$ cat src/rtl/ccp_pkg.sv
// Shared types for the configuration change protection unit.
// Assumes: the window kind encoding doubles as status bits [1:0].
package ccp_pkg;
    typedef enum logic [1:0] {
        WIN_NONE = 2'b00,
        WIN_IO   = 2'b01,
        WIN_SPM  = 2'b10
    } win_mode_e;
endpackage

$ cat src/rtl/ccp_sig_decode.sv
// Signature decoder: classifies a key register write as an I/O unlock,
// a self-programming unlock, or nothing.
// Assumes: key_wr is a single-cycle strobe from the CPU store path.
module ccp_sig_decode
    import ccp_pkg::*;
#(
    parameter int          DATA_W  = 8,
    parameter logic [7:0]  SIG_IO  = 8'hD8,
    parameter logic [7:0]  SIG_SPM = 8'h9D
) (
    input  logic              key_wr,
    input  logic [DATA_W-1:0] key_wdata,
    output logic              sig_hit,
    output win_mode_e         sig_mode
);
    localparam logic [DATA_W-1:0] KEY_IO  = DATA_W'(SIG_IO);
    localparam logic [DATA_W-1:0] KEY_SPM = DATA_W'(SIG_SPM);

    // Match the written byte against both signatures.
    always_comb begin
        sig_mode = WIN_NONE;
        if (key_wr && key_wdata == KEY_IO)       sig_mode = WIN_IO;
        else if (key_wr && key_wdata == KEY_SPM) sig_mode = WIN_SPM;
        sig_hit = (sig_mode != WIN_NONE);
    end
endmodule

$ cat src/rtl/ccp_window.sv
// Window tracker: holds the open window kind and the remaining instruction
// count. A signature loads the full count, retired instructions count it
// down, and a granted access closes the window at once.
// Assumes: a signature outranks both a close request and a retire strobe.
module ccp_window
    import ccp_pkg::*;
#(
    parameter int WINDOW_LEN = 4
) (
    input  logic      clk,
    input  logic      rst_n,
    input  logic      sig_hit,
    input  win_mode_e sig_mode,
    input  logic      insn_retired,
    input  logic      close_req,
    output win_mode_e win_mode,
    output logic      win_open
);
    localparam int CNT_W = $clog2(WINDOW_LEN + 1);
    localparam logic [CNT_W-1:0] CNT_FULL = CNT_W'(WINDOW_LEN);
    localparam logic [CNT_W-1:0] CNT_ONE  = CNT_W'(1);

    logic [CNT_W-1:0] remain;

    // Update the window kind and the remaining instruction count.
    always_ff @(posedge clk) begin
        if (!rst_n) begin
            win_mode <= WIN_NONE;
            remain   <= '0;
        end else if (sig_hit) begin
            win_mode <= sig_mode;
            remain   <= CNT_FULL;
        end else if (win_open && close_req) begin
            win_mode <= WIN_NONE;
            remain   <= '0;
        end else if (win_open && insn_retired) begin
            remain <= remain - CNT_ONE;
            if (remain == CNT_ONE) win_mode <= WIN_NONE;
        end
    end

    assign win_open = (win_mode != WIN_NONE);

    // Kind register and counter must agree on whether a window is open.
    p_count_agrees_r3: assert property (@(posedge clk) disable iff (!rst_n)
        (win_mode != WIN_NONE) == (remain != '0));

    // A signature always leaves the full count and the chosen kind.
    p_fresh_window_r9: assert property (@(posedge clk) disable iff (!rst_n)
        sig_hit |=> (remain == CNT_FULL) && (win_mode == $past(sig_mode)));

    // Each counted instruction removes exactly one from the count.
    p_count_step_r3: assert property (@(posedge clk) disable iff (!rst_n)
        (win_open && insn_retired && !sig_hit && !close_req)
        |=> remain == $past(remain) - CNT_ONE);

    // No strobe, no signature, no access: the count holds.
    p_count_hold_r3: assert property (@(posedge clk) disable iff (!rst_n)
        (!insn_retired && !sig_hit && !close_req) |=> $stable(remain));
endmodule

$ cat src/rtl/ccp_access_check.sv
// Access checker: judges each guarded access strobe against the current
// window, requests a close on a match, and registers grant/block pulses.
// Assumes: access strobes are single-cycle and judged on pre-edge state.
module ccp_access_check
    import ccp_pkg::*;
(
    input  logic      clk,
    input  logic      rst_n,
    input  win_mode_e win_mode,
    input  logic      acc_io,
    input  logic      acc_spm,
    output logic      close_req,
    output logic      acc_grant,
    output logic      acc_block
);
    logic io_ok, spm_ok, io_bad, spm_bad;

    // Split each strobe into allowed and refused against the open kind.
    always_comb begin
        io_ok     = acc_io  && (win_mode == WIN_IO);
        spm_ok    = acc_spm && (win_mode == WIN_SPM);
        io_bad    = acc_io  && !io_ok;
        spm_bad   = acc_spm && !spm_ok;
        close_req = io_ok || spm_ok;
    end

    // Register the one-cycle result pulses.
    always_ff @(posedge clk) begin
        if (!rst_n) begin
            acc_grant <= 1'b0;
            acc_block <= 1'b0;
        end else begin
            acc_grant <= close_req;
            acc_block <= io_bad || spm_bad;
        end
    end

    // A lone strobe gets exactly one of the two answers.
    p_one_answer_r8: assert property (@(posedge clk) disable iff (!rst_n)
        (acc_io ^ acc_spm) |=> (acc_grant ^ acc_block));

    // No strobe, no answer.
    p_no_spurious_r7: assert property (@(posedge clk) disable iff (!rst_n)
        (!acc_io && !acc_spm) |=> (!acc_grant && !acc_block));
endmodule

$ cat src/rtl/ccp_guard.sv
// Configuration change protection unit, top level. Ties the signature
// decoder, the window tracker and the access checker together and forms
// the unlock enables, the interrupt hold and the key status byte.
// Assumes: one CPU, one key register, strobes synchronous to clk.
module ccp_guard
    import ccp_pkg::*;
#(
    parameter int         DATA_W     = 8,
    parameter int         WINDOW_LEN = 4,
    parameter logic [7:0] SIG_IO     = 8'hD8,
    parameter logic [7:0] SIG_SPM    = 8'h9D
) (
    input  logic              clk,
    input  logic              rst_n,
    input  logic              key_wr,
    input  logic [DATA_W-1:0] key_wdata,
    input  logic              insn_retired,
    input  logic              acc_io,
    input  logic              acc_spm,
    output logic              io_unlock,
    output logic              spm_unlock,
    output logic              irq_hold,
    output logic [DATA_W-1:0] key_status,
    output logic              acc_grant,
    output logic              acc_block
);
    localparam int PAD_W = DATA_W - 2;

    logic      sig_hit;
    win_mode_e sig_mode;
    win_mode_e win_mode;
    logic      win_open;
    logic      close_req;

    ccp_sig_decode #(
        .DATA_W (DATA_W),
        .SIG_IO (SIG_IO),
        .SIG_SPM(SIG_SPM)
    ) u_decode (
        .key_wr   (key_wr),
        .key_wdata(key_wdata),
        .sig_hit  (sig_hit),
        .sig_mode (sig_mode)
    );

    ccp_window #(
        .WINDOW_LEN(WINDOW_LEN)
    ) u_window (
        .clk         (clk),
        .rst_n       (rst_n),
        .sig_hit     (sig_hit),
        .sig_mode    (sig_mode),
        .insn_retired(insn_retired),
        .close_req   (close_req),
        .win_mode    (win_mode),
        .win_open    (win_open)
    );

    ccp_access_check u_check (
        .clk      (clk),
        .rst_n    (rst_n),
        .win_mode (win_mode),
        .acc_io   (acc_io),
        .acc_spm  (acc_spm),
        .close_req(close_req),
        .acc_grant(acc_grant),
        .acc_block(acc_block)
    );

    // Form the outward view of the window state.
    always_comb begin
        io_unlock  = (win_mode == WIN_IO);
        spm_unlock = (win_mode == WIN_SPM);
        irq_hold   = win_open;
        key_status = {{PAD_W{1'b0}}, win_mode};
    end

    // At most one kind of window is ever reported.
    p_one_kind_r5: assert property (@(posedge clk) disable iff (!rst_n)
        $onehot0(key_status[1:0]));

    // A rejected write with nothing else going on changes nothing.
    p_bad_key_inert_r6: assert property (@(posedge clk) disable iff (!rst_n)
        (key_wr && !sig_hit && !insn_retired && !acc_io && !acc_spm)
        |=> $stable(key_status));

    // A granted access closes the window unless a signature reopens it.
    p_grant_closes_r7: assert property (@(posedge clk) disable iff (!rst_n)
        (close_req && !sig_hit) |=> (key_status == '0) && acc_grant);

    // A blocked lone I/O access leaves the window untouched.
    p_block_keeps_r8: assert property (@(posedge clk) disable iff (!rst_n)
        (acc_io && !io_unlock && !acc_spm && !key_wr && !insn_retired)
        |=> $stable(key_status) && acc_block);

    // A valid signature reports its own kind on the next cycle.
    p_opens_kind_r1: assert property (@(posedge clk) disable iff (!rst_n)
        sig_hit |=> irq_hold && (key_status[1:0] == $past(sig_mode)));
endmodule

$ cat config.mk
export PLATFORM = sky130hd
export DESIGN_NAME = ccp_guard
export DESIGN_NICKNAME = d
export VERILOG_FILES = /design/src/rtl/ccp_pkg.sv /design/src/rtl/ccp_sig_decode.sv /design/src/rtl/ccp_window.sv /design/src/rtl/ccp_access_check.sv /design/src/rtl/ccp_guard.sv
export SDC_FILE = /design/constraint.sdc
export NUM_CORES = 1
export LEC_CHECK = 0
export ABC_AREA = 1
export ABC_CLOCK_PERIOD_IN_PS = 1400
export BUFFER_PORTS_ARGS = -buffer_cell sky130_fd_sc_hd__buf_4
export CORE_AREA = 5 5 42 44
export CTS_CLUSTER_DIAMETER = 150
export DETAILED_ROUTE_END_ITERATION = 16
export DIE_AREA = 0 0 47 49
export GPL_ROUTABILITY_DRIVEN = 0
export PLACE_DENSITY = 0.71
export SLEW_MARGIN = 20
export SYNTH_ARGS = -nofsm -noshare
export SYNTH_HDL_FRONTEND = slang
export SYNTH_HIERARCHICAL = 1
export SYNTH_SLANG_ARGS = --single-unit
$ cat constraint.sdc
create_clock -name clk -period 1.4 [get_ports clk]
set_clock_uncertainty 0.15 [all_clocks]
set_input_delay 0.28 -clock clk [delete_from_list [all_inputs] [get_ports clk]]
set_output_delay 0.28 -clock clk [all_outputs]
set_load 0.01 [all_outputs]
== Word-level counts from Yosys, hierarchy flattened ==
Index checks and enable logic that the tools add are counted.
Storage, ports and cells
  logic and storage cells: 39
  memories: 0
  latch bits: 0
  register bits: 7
  ROM bits: 0
  bits in writable memories: 0
Cells by class
  mux-type cells: 9
  div/mod/pow operators: 0
  bitwise logic cells: 1
  $add $sub $neg: 1
  equal/unequal tests: 5
  reductions and logical operators: 18
  order comparisons: 0
  multiply operators: 0
  shift operators: 0
Operators by type and width (number)
  equality test 8 bit, second input constant: 2
  2-to-1 mux 2 bit: 6
  2-to-1 mux 3 bit: 3
  logical AND 1 bit: 8
  nonzero test 3 bit: 2
  nonzero test 2 bit: 2
  equality test 3 x 1 -> 1 bit, second input constant: 1
  OR reduction 3 bit: 1
  subtractor 3 x 1 -> 3 bit, second input constant: 1
  equality test 2 x 1 -> 1 bit, second input constant: 1
  equality test 2 bit, second input constant: 1
  zero test 1 bit: 2
  logical OR 1 bit: 2
  AND reduction 2 bit: 1
  NOT 1 bit: 1

== Logic depth before layout (Yosys ltp) ==
Gate-level depths: netlist of the first run.
  word-level depth: 7
  gate-level depth with buffers: 9
  mapped depth without buffers: 9

== By module ==
The synthesis of the first run kept the hierarchy.
Modules (own cells, without submodules)
  ccp_window: area an instance 310.3 sq um, times used 1, cells an instance 48
  ccp_access_check: area an instance 93.8 sq um, times used 1, cells an instance 14
  ccp_guard: area an instance 63.8 sq um, times used 1, cells an instance 11
  ccp_sig_decode: area an instance 60.1 sq um, times used 1, cells an instance 13

== Worst setup path after synthesis of the first run ==
OpenSTA, ideal clock, no wires.
  path type: register -> register
  from: register u_window.win_mode[0]
  to: register u_window.remain[0]
  setup time: 0.116 ns
  slack: 0.068 ns
  required time: 1.134 ns
  clock period less this slack: 1.332 ns
  stages on the path, launching flop included: 8
  path buffers: 0
  data arrival time: 1.066 ns
  cell sequence: dfxtp_1 -> nand3_1 -> nand2_1 -> inv_1 -> nor2_1 -> nor2_4 -> nand2_1 -> a21oi_1
On the way
  longest elaborated chain between the ends: 5
Ends and longest elaborated chain
  from (decl): RTL line ccp_window.sv:16  | output win_mode_e win_mode,
  from (signal assigned): RTL line ccp_window.sv:31  | win_mode <= sig_mode;
  equality test 2 x 1 -> 1 bit / equality test 2 bit (equally long branches): RTL line ccp_access_check.sv:20, ccp_access_check.sv:21
  logical AND 1 bit (on tied branches): RTL line ccp_access_check.sv:20, ccp_access_check.sv:21
  logical OR 1 bit (*): RTL line ccp_access_check.sv:24  | close_req = io_ok || spm_ok;
  via close_req: RTL line ccp_guard.sv:33  | logic close_req;
  logical AND 1 bit (*): RTL line ccp_window.sv:33  | end else if (win_open && close_req) begin
  OR reduction 3 bit (no line) (*)
  to (signal assigned): RTL line ccp_window.sv:37  | remain <= remain - CNT_ONE;
  to (decl): RTL line ccp_window.sv:23  | logic [CNT_W-1:0] remain;
The timed path passes the listed nets; every way through them passes the cells marked *.
A chain may end at the register's enable or synchronous reset.

== Final worst setup path of the first run ==
  from: register u_window.win_mode[0]
  to: output io_unlock
On the way
  longest elaborated chain between the ends: 1
Ends and longest elaborated chain
  equality test 2 x 1 -> 1 bit: RTL line ccp_guard.sv:72  | io_unlock = (win_mode == WIN_IO);
  to (decl): RTL line ccp_guard.sv:20  | output logic io_unlock,
Every way passes these cells.

==> run summary, run 1 <==
status -> complete, no violations
Starting DRT DRC Count -> 5
Power Total -> 0.441 mW
Hold-fix buffers, CTS -> 0
CP arrival -> 0.97 ns
initial antenna violation count -> 0
gr usage total -> 10.8%
Filler Cell Count -> 139
ys async rst share -> 0%
Die ar. -> 2300 µm²
top cell type's share of synthesized area -> 26.5%
Initial Util -> 37.7%
VDD IR-drop max -> 0.000307 V
EDFF count, synth -> 0
row count -> 14
num ports -> 27
CTS max path bufs -> 2
pwr/cell area -> 577 nW/µm²
Cells after Synth -> 86
Via density -> 4.31
die span in x -> 47 µm
DRC -> 0
RSZ-0062 raised after global routing -> yes
Hold Vio Cnt, Final -> 0
grt ovf -> 0
Area growth syn-to-layout -> 44.8%
max cap viols -> 0
post-route ant nets -> 0
Die Span Y -> 49 µm
CP Class -> flip-flop to output port
Worst-path clk slew -> 0.05 ns
share of layout cells above drive strength 1 -> 38.6%
Seq. cell area -> 148 µm²
core footprint -> 1400 µm²
worst path required time -> 0.97 ns
cell leakage power -> 0.384 nW
number of global-route vias before repair -> 478
H-tree Lvls -> 1
DR vias -> 560
largest net degree at the start of global routing -> 6
critical path launch point type -> flip-flop
most frequent cell after synthesis -> nand2_1
CTS tree -> yes
HPWL after detailed placement -> 954 µm
global-route wire length before repair -> 1.88 mm
post-synthesis sequential area ratio -> 26.5%
Nets -> 131
leading area contributor after synthesis -> dfxtp_1
final worst slack -> 0.00174 ns
drt total wl -> 1.16 mm
post-route cell area -> 764 µm²
Hold Crit Class -> input port to flip-flop
f_max -> 0.715 GHz
crit share post-route -> 99.9%
Root Buffer -> clkbuf_4
Synth warnings -> 6
antenna cells -> 0
TritonCTS sink count -> 7
post-layout util -> 54.6%
synth top area cells -> dfxtp_1, nand2_1, inv_1, buf_4, nor2_1
fin crit period -> 1.40 ns
final count of negative-setup-slack endpoints -> 0
port buffer count -> 20
placed cell areas -> 694 µm²
Multi-input gate area -> 308 µm²
crit end category -> output port
most frequent cells after synthesis -> nand2_1, inv_1, nor2_1, dfxtp_1
number of synthesized register bits -> 7
Num CTS Buffers -> 3
top_reg_cell synth -> dfxtp_1
Mean Syn Cell Area -> 6.14 µm²
fin. max-slew vios -> 0
CP max FO -> 5
mapped cell area -> 528 µm²
1st-pass router iterations -> 4
synth unique cells -> 16
clock latency on the worst-skew pair -> 0.25 ns
WL per Instance -> 8.92 µm
dpl ws -> 0.0216 ns
## metal layers
layer / track usage (%) / vias to the layer above / part of all wire [%]
met5: 0 / - / 0
met3: 2.58 / 0 / 8.7
met2: 16.5 / 18 / 51
met4: 5.53 / 0 / 0
li1: - / 302 / -
met1: 13.4 / 240 / 40
## registers in the layout, indices dropped and copies added, names as in the netlist
register and count:
u_window/win_mode 2, u_window/remain 3, u_check/acc_block 1, u_check/acc_grant 1
## placed cells by master (no fill, tap or decap), types with 3 or more instances in the layout
cell       n
conb_1     6
dfxtp_1    5
nor2_2     4
buf_4     22
inv_2      3
buf_6      3
clkbuf_4   3
a21oi_1    4
nand2_1   21
nand3_1    6
a21oi_2    3
nor2_1     9
inv_1     14
## timing repair
item | 4_1_cts | 5_1_grt
pin swaps | 0 | 2
hold endpoints to repair | 0 | 0
setup endpoints to repair | 3 | 3
buffers inserted | 1 | 1
gates resized for setup | 6 | 7
## power by group
| part | total [mW] | leakage [nW] | switching (mW) | internal (mW) |
|---|---|---|---|---|
| Clock | 0.184 | 0.0150 | 0.0750 | 0.109 |
| Sequential | 0.198 | 0.0583 | 0.000525 | 0.197 |
| Combinational | 0.0590 | 0.311 | 0.0282 | 0.0309 |
## stage by stage
step	setup TNS (ns)	cells	hold WS [ns]
floorplan	0	91	0.270
global placement	0	124	0.328
detailed placement	0	124	0.334
CTS	0	129	0.145
global route	-0.0945	130	0.165
finish	0	130	0.150
## kinds of logic (layout without fill, tap and decap cells)
group / count (synthesis) / count (layout) / synth area share (%)
adder cells (fa/ha/maj): 2 / 2 / 4.74
AO/OA/AOI/OAI: 8 / 8 / 9.72
buffers and inverters: 23 / 46 / 20.6
other: 1 / 6 / 0.710
AND/OR/NAND/NOR: 45 / 45 / 37.7
flip-flops: 7 / 7 / 26.5
## worst paths after layout
path	from	endpoint	slack, ns	depth (start not counted)
worst max-delay path	u_window/win_mode[0]$_SDFFE_PN0P_	io_unlock	0.002	4
worst max register to register	u_window/win_mode[0]$_SDFFE_PN0P_	u_window/remain[0]$_SDFFE_PP0P_	0.11	8
worst min-delay path	rst_n	u_check/acc_block$_SDFF_PN0_	0.15	3
worst min register to register	u_window/remain[0]$_SDFFE_PP0P_	u_window/remain[0]$_SDFFE_PP0P_	0.34	2
## worst max-delay path, cell delays in order, from the launching register on
cell     delay (ns)
dfxtp_4        0.38
buf_6          0.11
inv_2          0.03
nor2_2         0.08
buf_4          0.12
## final cells by class
| cell class | count | area share, % |
|---|---|---|
| tap | 16 | 2.62 |
| timing repair buffer | 25 | 26.0 |
| clock buffer | 4 | 3.44 |
| sequential | 7 | 19.3 |
| inverter | 17 | 8.35 |
| multi-input combinational | 61 | 40.3 |
No activity file was read; power rests on OpenSTA's default activity.
==> inputs of run 2 (changes only) <==
--- a/config.mk
+++ b/config.mk
@@ -14,6 +14,7 @@
 export DIE_AREA = 0 0 47 49
 export GPL_ROUTABILITY_DRIVEN = 0
 export PLACE_DENSITY = 0.71
+export REMOVE_ABC_BUFFERS = 1
 export SLEW_MARGIN = 20
 export SYNTH_ARGS = -nofsm -noshare
 export SYNTH_HDL_FRONTEND = slang
==> run summary, run 2 (synthesis results as in run 1) <==
status -> finished, violations left
failing checks -> setup timing
1st-pass router iterations -> 2
most frequent cells in the layout -> buf_4, nand2_1, inv_1
Largest Register -> u_window/remain
Nets -> 133
critical path depth -> 3
final worst slack -> -0.0200 ns
CTS tree -> yes
RSZ-0062 raised after global routing -> yes
Worst-path clk slew -> 0.06 ns
die span in x -> 47 µm
fin. max-slew vios -> 0
slowest CP cell -> dfxtp_4
num ports -> 27
pwr/cell area -> 566 nW/µm²
Hold Vio Cnt, Final -> 0
Starting DRT DRC Count -> 2
hold depth -> 3
Regs by FF count -> u_window/remain: 3 flops, u_window/win_mode: 2 flops
core footprint -> 1400 µm²
TritonCTS sink count -> 7
WL per Instance -> 10.0 µm
DR vias -> 577
placed cell areas -> 694 µm²
max cap viols -> 0
Worst Path Buf+Inv -> 2
Hold Crit Start -> acc_spm
f_max -> 0.704 GHz
share of layout cells above drive strength 1 -> 50.9%
final cell count without fillers -> 132
post-route cell area -> 811 µm²
worst path cell trace -> nor2_2 > inv_2 > buf_4
Power Total -> 0.459 mW
CTS max path bufs -> 2
VDD IR-drop max -> 0.000323 V
commonest non-fill, non-tap cell in the layout -> buf_4
Crit path max-delay family -> flip-flops
Hold-fix buffers, CTS -> 0
Die ar. -> 2300 µm²
crit end category -> output port
critical path launch point type -> flip-flop
fin crit period -> 1.42 ns
initial antenna violation count -> 0
grt ovf -> 0
number of global-route vias before repair -> 583
Critical path origin -> u_window/win_mode[0]$_SDFFE_PN0P_
Root Buffer -> clkbuf_4
final count of negative-setup-slack endpoints -> 2
Area growth syn-to-layout -> 53.6%
Hold Crit Class -> input port to flip-flop
CP peak stage delay -> 0.35 ns
placed cells -> 124
worst path required time -> 0.97 ns
largest net degree at the start of global routing -> 6
CP max FO -> 3
cell leakage power -> 0.393 nW
antenna cells -> 0
Initial Util -> 37.7%
row count -> 14
DRC -> 0
HPWL after detailed placement -> 929 µm
H-tree Lvls -> 1
Num CTS Buffers -> 3
Via density -> 4.37
origin of the critical flop-to-flop path -> u_window/win_mode[1]$_SDFFE_PN0P_
clock latency on the worst-skew pair -> 0.27 ns
Die Span Y -> 49 µm
crit share post-route -> 101%
max reg flops -> 3
drt total wl -> 1.32 mm
global-route wire length before repair -> 2.06 mm
gr usage total -> 12.3%
CP Class -> flip-flop to output port
CP arrival -> 0.99 ns
post-route ant nets -> 0
port buffer count -> 20
worst r2r path cells -> 9
==> run 2: per-layer routing <==
layer | track usage, % | up-vias | part of all wire (%)
met4 | 8.76 | 0 | 2.7
met3 | 3.69 | 4 | 7.0
met2 | 20.8 | 25 | 52
met5 | 0 | - | 0
met1 | 11.9 | 243 | 38
li1 | - | 305 | -
==> run 2: cell type report <==
cell class / instances / area, µm²
flip-flops and latches: 7 / 148
fillers: 129 / 591
multi-input cells: 61 / 343
well taps: 16 / 20.0
inverters: 17 / 63.8
clock buffers: 4 / 26.3
repair buffers: 27 / 210
==> run 2: final timing paths <==
| path | slack (ns) | to |
|---|---|---|
| worst max-delay path | -0.02 | irq_hold |
| worst min-delay path | 0.14 | u_check/acc_block$_SDFF_PN0_ |
| worst max register to register | 0.06 | u_window/win_mode[0]$_SDFFE_PN0P_ |
| worst min register to register | 0.35 | u_window/remain[1]$_SDFFE_PP0P_ |
==> run 2: stage by stage <==
step	setup slack (ns)	utilization, %	TNS (ns)	hold slack, ns
4_1_cts	-0.0161	54.1	-0.0238	0.129
5_1_grt	-0.0627	57.9	-0.175	0.136
2_1_floorplan	0.0677	-	0	0.270
3_3_place_gp	0.112	49.6	0	0.327
6_report	-0.0200	57.9	-0.0392	0.138
3_5_place_dp	0.0851	49.6	0	0.331
==> run 2: tightest hold or removal path: stages <==
cell	delay [ns]
buf_4	0.12
nand2_1	0.07
a21oi_2	0.04
==> run 2: what timing repair did <==
item / 4_1_cts / 5_1_grt
gates resized for setup: 7 / 17
cloned: 0 / 0
endpoints found under the setup margin: 3 / 8
buffers inserted: 3 / 1
pin swaps: 1 / 5
==> run 2: report_power, final <==
part | internal [mW] | switching (mW)
combinational | 0.0313 | 0.0295
sequential | 0.197 | 0.000560
clock | 0.110 | 0.0907
==> inputs of run 3 (changes only) <==
--- a/config.mk
+++ b/config.mk
@@ -13,6 +13,7 @@
 export DETAILED_ROUTE_END_ITERATION = 16
 export DIE_AREA = 0 0 47 49
 export GPL_ROUTABILITY_DRIVEN = 0
+export GPL_TIMING_DRIVEN = 0
 export PLACE_DENSITY = 0.71
 export REMOVE_ABC_BUFFERS = 1
 export SLEW_MARGIN = 20
==> run summary, run 3 (synthesis results as in run 1) <==
Hold-fix buffers, CTS -> 0
worst path required time -> 0.97 ns
R2R setup slack -> 0.12 ns
hold_ws -> 0.145 ns
crit share post-route -> 96.4%
TritonCTS sink count -> 7
Regs by FF count -> u_window/remain: 3 flops, u_window/win_mode: 2 flops
Hold Vio Cnt, Final -> 0
1st-pass router iterations -> 2
pwr/cell area -> 612 nW/µm²
initial antenna violation count -> 0
commonest non-fill, non-tap cell in the layout -> buf_4
CP peak stage delay -> 0.37 ns
RR Endpoint -> u_window/win_mode[0]$_SDFFE_PN0P_
Largest Register -> u_window/remain
die span in x -> 47 µm
CP max FO -> 6
max cap viols -> 0
CTS max path bufs -> 2
critical path launch point type -> flip-flop
row count -> 14
slowest CP cell -> dfxtp_4
Power Total -> 0.446 mW
Crit path max-delay family -> flip-flops
share of layout cells above drive strength 1 -> 36.0%
Hold Crit Class -> input port to flip-flop
Nets -> 128
core footprint -> 1400 µm²
hold depth -> 3
Via density -> 4.28
origin of the critical flop-to-flop path -> u_window/win_mode[0]$_SDFFE_PN0P_
VDD IR-drop max -> 0.000278 V
max reg flops -> 3
Filler Cell Count -> 146
fin crit period -> 1.35 ns
critical path depth -> 3
global-route wire length before repair -> 1.79 mm
Root Buffer -> clkbuf_4
antenna cells -> 0
post-route ant nets -> 0
port buffer count -> 20
f_max -> 0.741 GHz
fin. max-slew vios -> 0
setup TNS -> 0 ns
Die ar. -> 2300 µm²
largest net degree at the start of global routing -> 10
Worst Path Buf+Inv -> 2
drt total wl -> 1.14 mm
grt ovf -> 0
gr usage total -> 10.8%
Worst-path clk slew -> 0.05 ns
Multi-input gate area -> 308 µm²
status -> complete, no violations
H-tree Lvls -> 1
final cell count without fillers -> 127
Num CTS Buffers -> 3
DR vias -> 544
Initial Util -> 37.7%
Hold Crit Start -> acc_spm
CTS tree -> yes
final count of negative-setup-slack endpoints -> 0
worst r2r path cells -> 8
WL per Instance -> 8.99 µm
clock latency on the worst-skew pair -> 0.25 ns
DRC -> 0
number of global-route vias before repair -> 486
Starting DRT DRC Count -> 2
Area growth syn-to-layout -> 37.9%
HPWL after detailed placement -> 919 µm
crit end category -> output port
placed cells -> 121
cell leakage power -> 0.365 nW
CP Class -> flip-flop to output port
num ports -> 27
worst path cell trace -> nor2_4 > inv_2 > buf_4
most frequent cells in the layout -> buf_4, nand2_1, inv_1
Die Span Y -> 49 µm
WHS Endpoint -> u_check/acc_block$_SDFF_PN0_
Seq. cell area -> 148 µm²
CP arrival -> 0.92 ns
==> run 3: worst reg2reg max path, cell delays in order (launching register included) <==
cell	delay (ns)
dfxtp_4	0.40
inv_1	0.07
nand3_1	0.09
nand2_1	0.07
inv_1	0.07
nor2_2	0.05
nor2_4	0.10
nand3_1	0.07
a21oi_1	0.13
==> run 3: cell type report <==
cell class                 count  area share, %
clock buffer                   4           3.61
inverter                      17           8.76
multi-input combinational     61           42.3
sequential                     7           20.3
tap                           16           2.75
timing repair buffer          22           22.3
==> run 3: worst max-delay path by stage <==
stage | slack [ns] | endpoint | startpoint
floorplan | 0.07 | u_window/remain[0]$_SDFFE_PP0P_ | u_window/win_mode[0]$_SDFFE_PN0P_
global placement | -0.02 | u_window/remain[2]$_SDFFE_PN0P_ | key_wdata[7]
detailed placement | -0.03 | u_window/remain[2]$_SDFFE_PN0P_ | key_wdata[0]
CTS | 0.01 | spm_unlock | u_window/win_mode[1]$_SDFFE_PN0P_
global route | -0.01 | u_window/win_mode[1]$_SDFFE_PN0P_ | u_window/win_mode[1]$_SDFFE_PN0P_
finish | 0.05 | irq_hold | u_window/win_mode[1]$_SDFFE_PN0P_
==> run 3: metal layers <==
metal  vias to the layer above  GRT usage (%)  routed length, µm  share of wire [%]
met5                         -              0                  0                  0
met4                         0           9.68                 44                3.9
met3                         5           2.58                 96                8.4
met2                        21           15.2                556                 49
met1                       222           13.0                443                 39
li1                        296              -                  -                  -
==> run 3: repair_timing <==
item                       CTS  global route
pin swaps                    1             0
setup buffers                1             1
resized for setup            3             7
setup endpoints to repair    5             8
==> run 3: through the flow <==
step	cell area (µm²)	worst slack, ns	utilization (%)
2_1_floorplan	502	0.0677	-
3_3_place_gp	672	-0.0206	47.9
3_5_place_dp	672	-0.0313	47.9
4_1_cts	713	0.0109	50.9
5_1_grt	728	-0.0145	52.0
6_report	728	0.0504	52.0
==> run 3: power by group <==
part           internal [mW]  switching (mW)  total (mW)
combinational         0.0311          0.0276      0.0587
sequential             0.197        0.000598       0.198
clock                  0.109          0.0801       0.189
total                  0.338           0.108       0.446
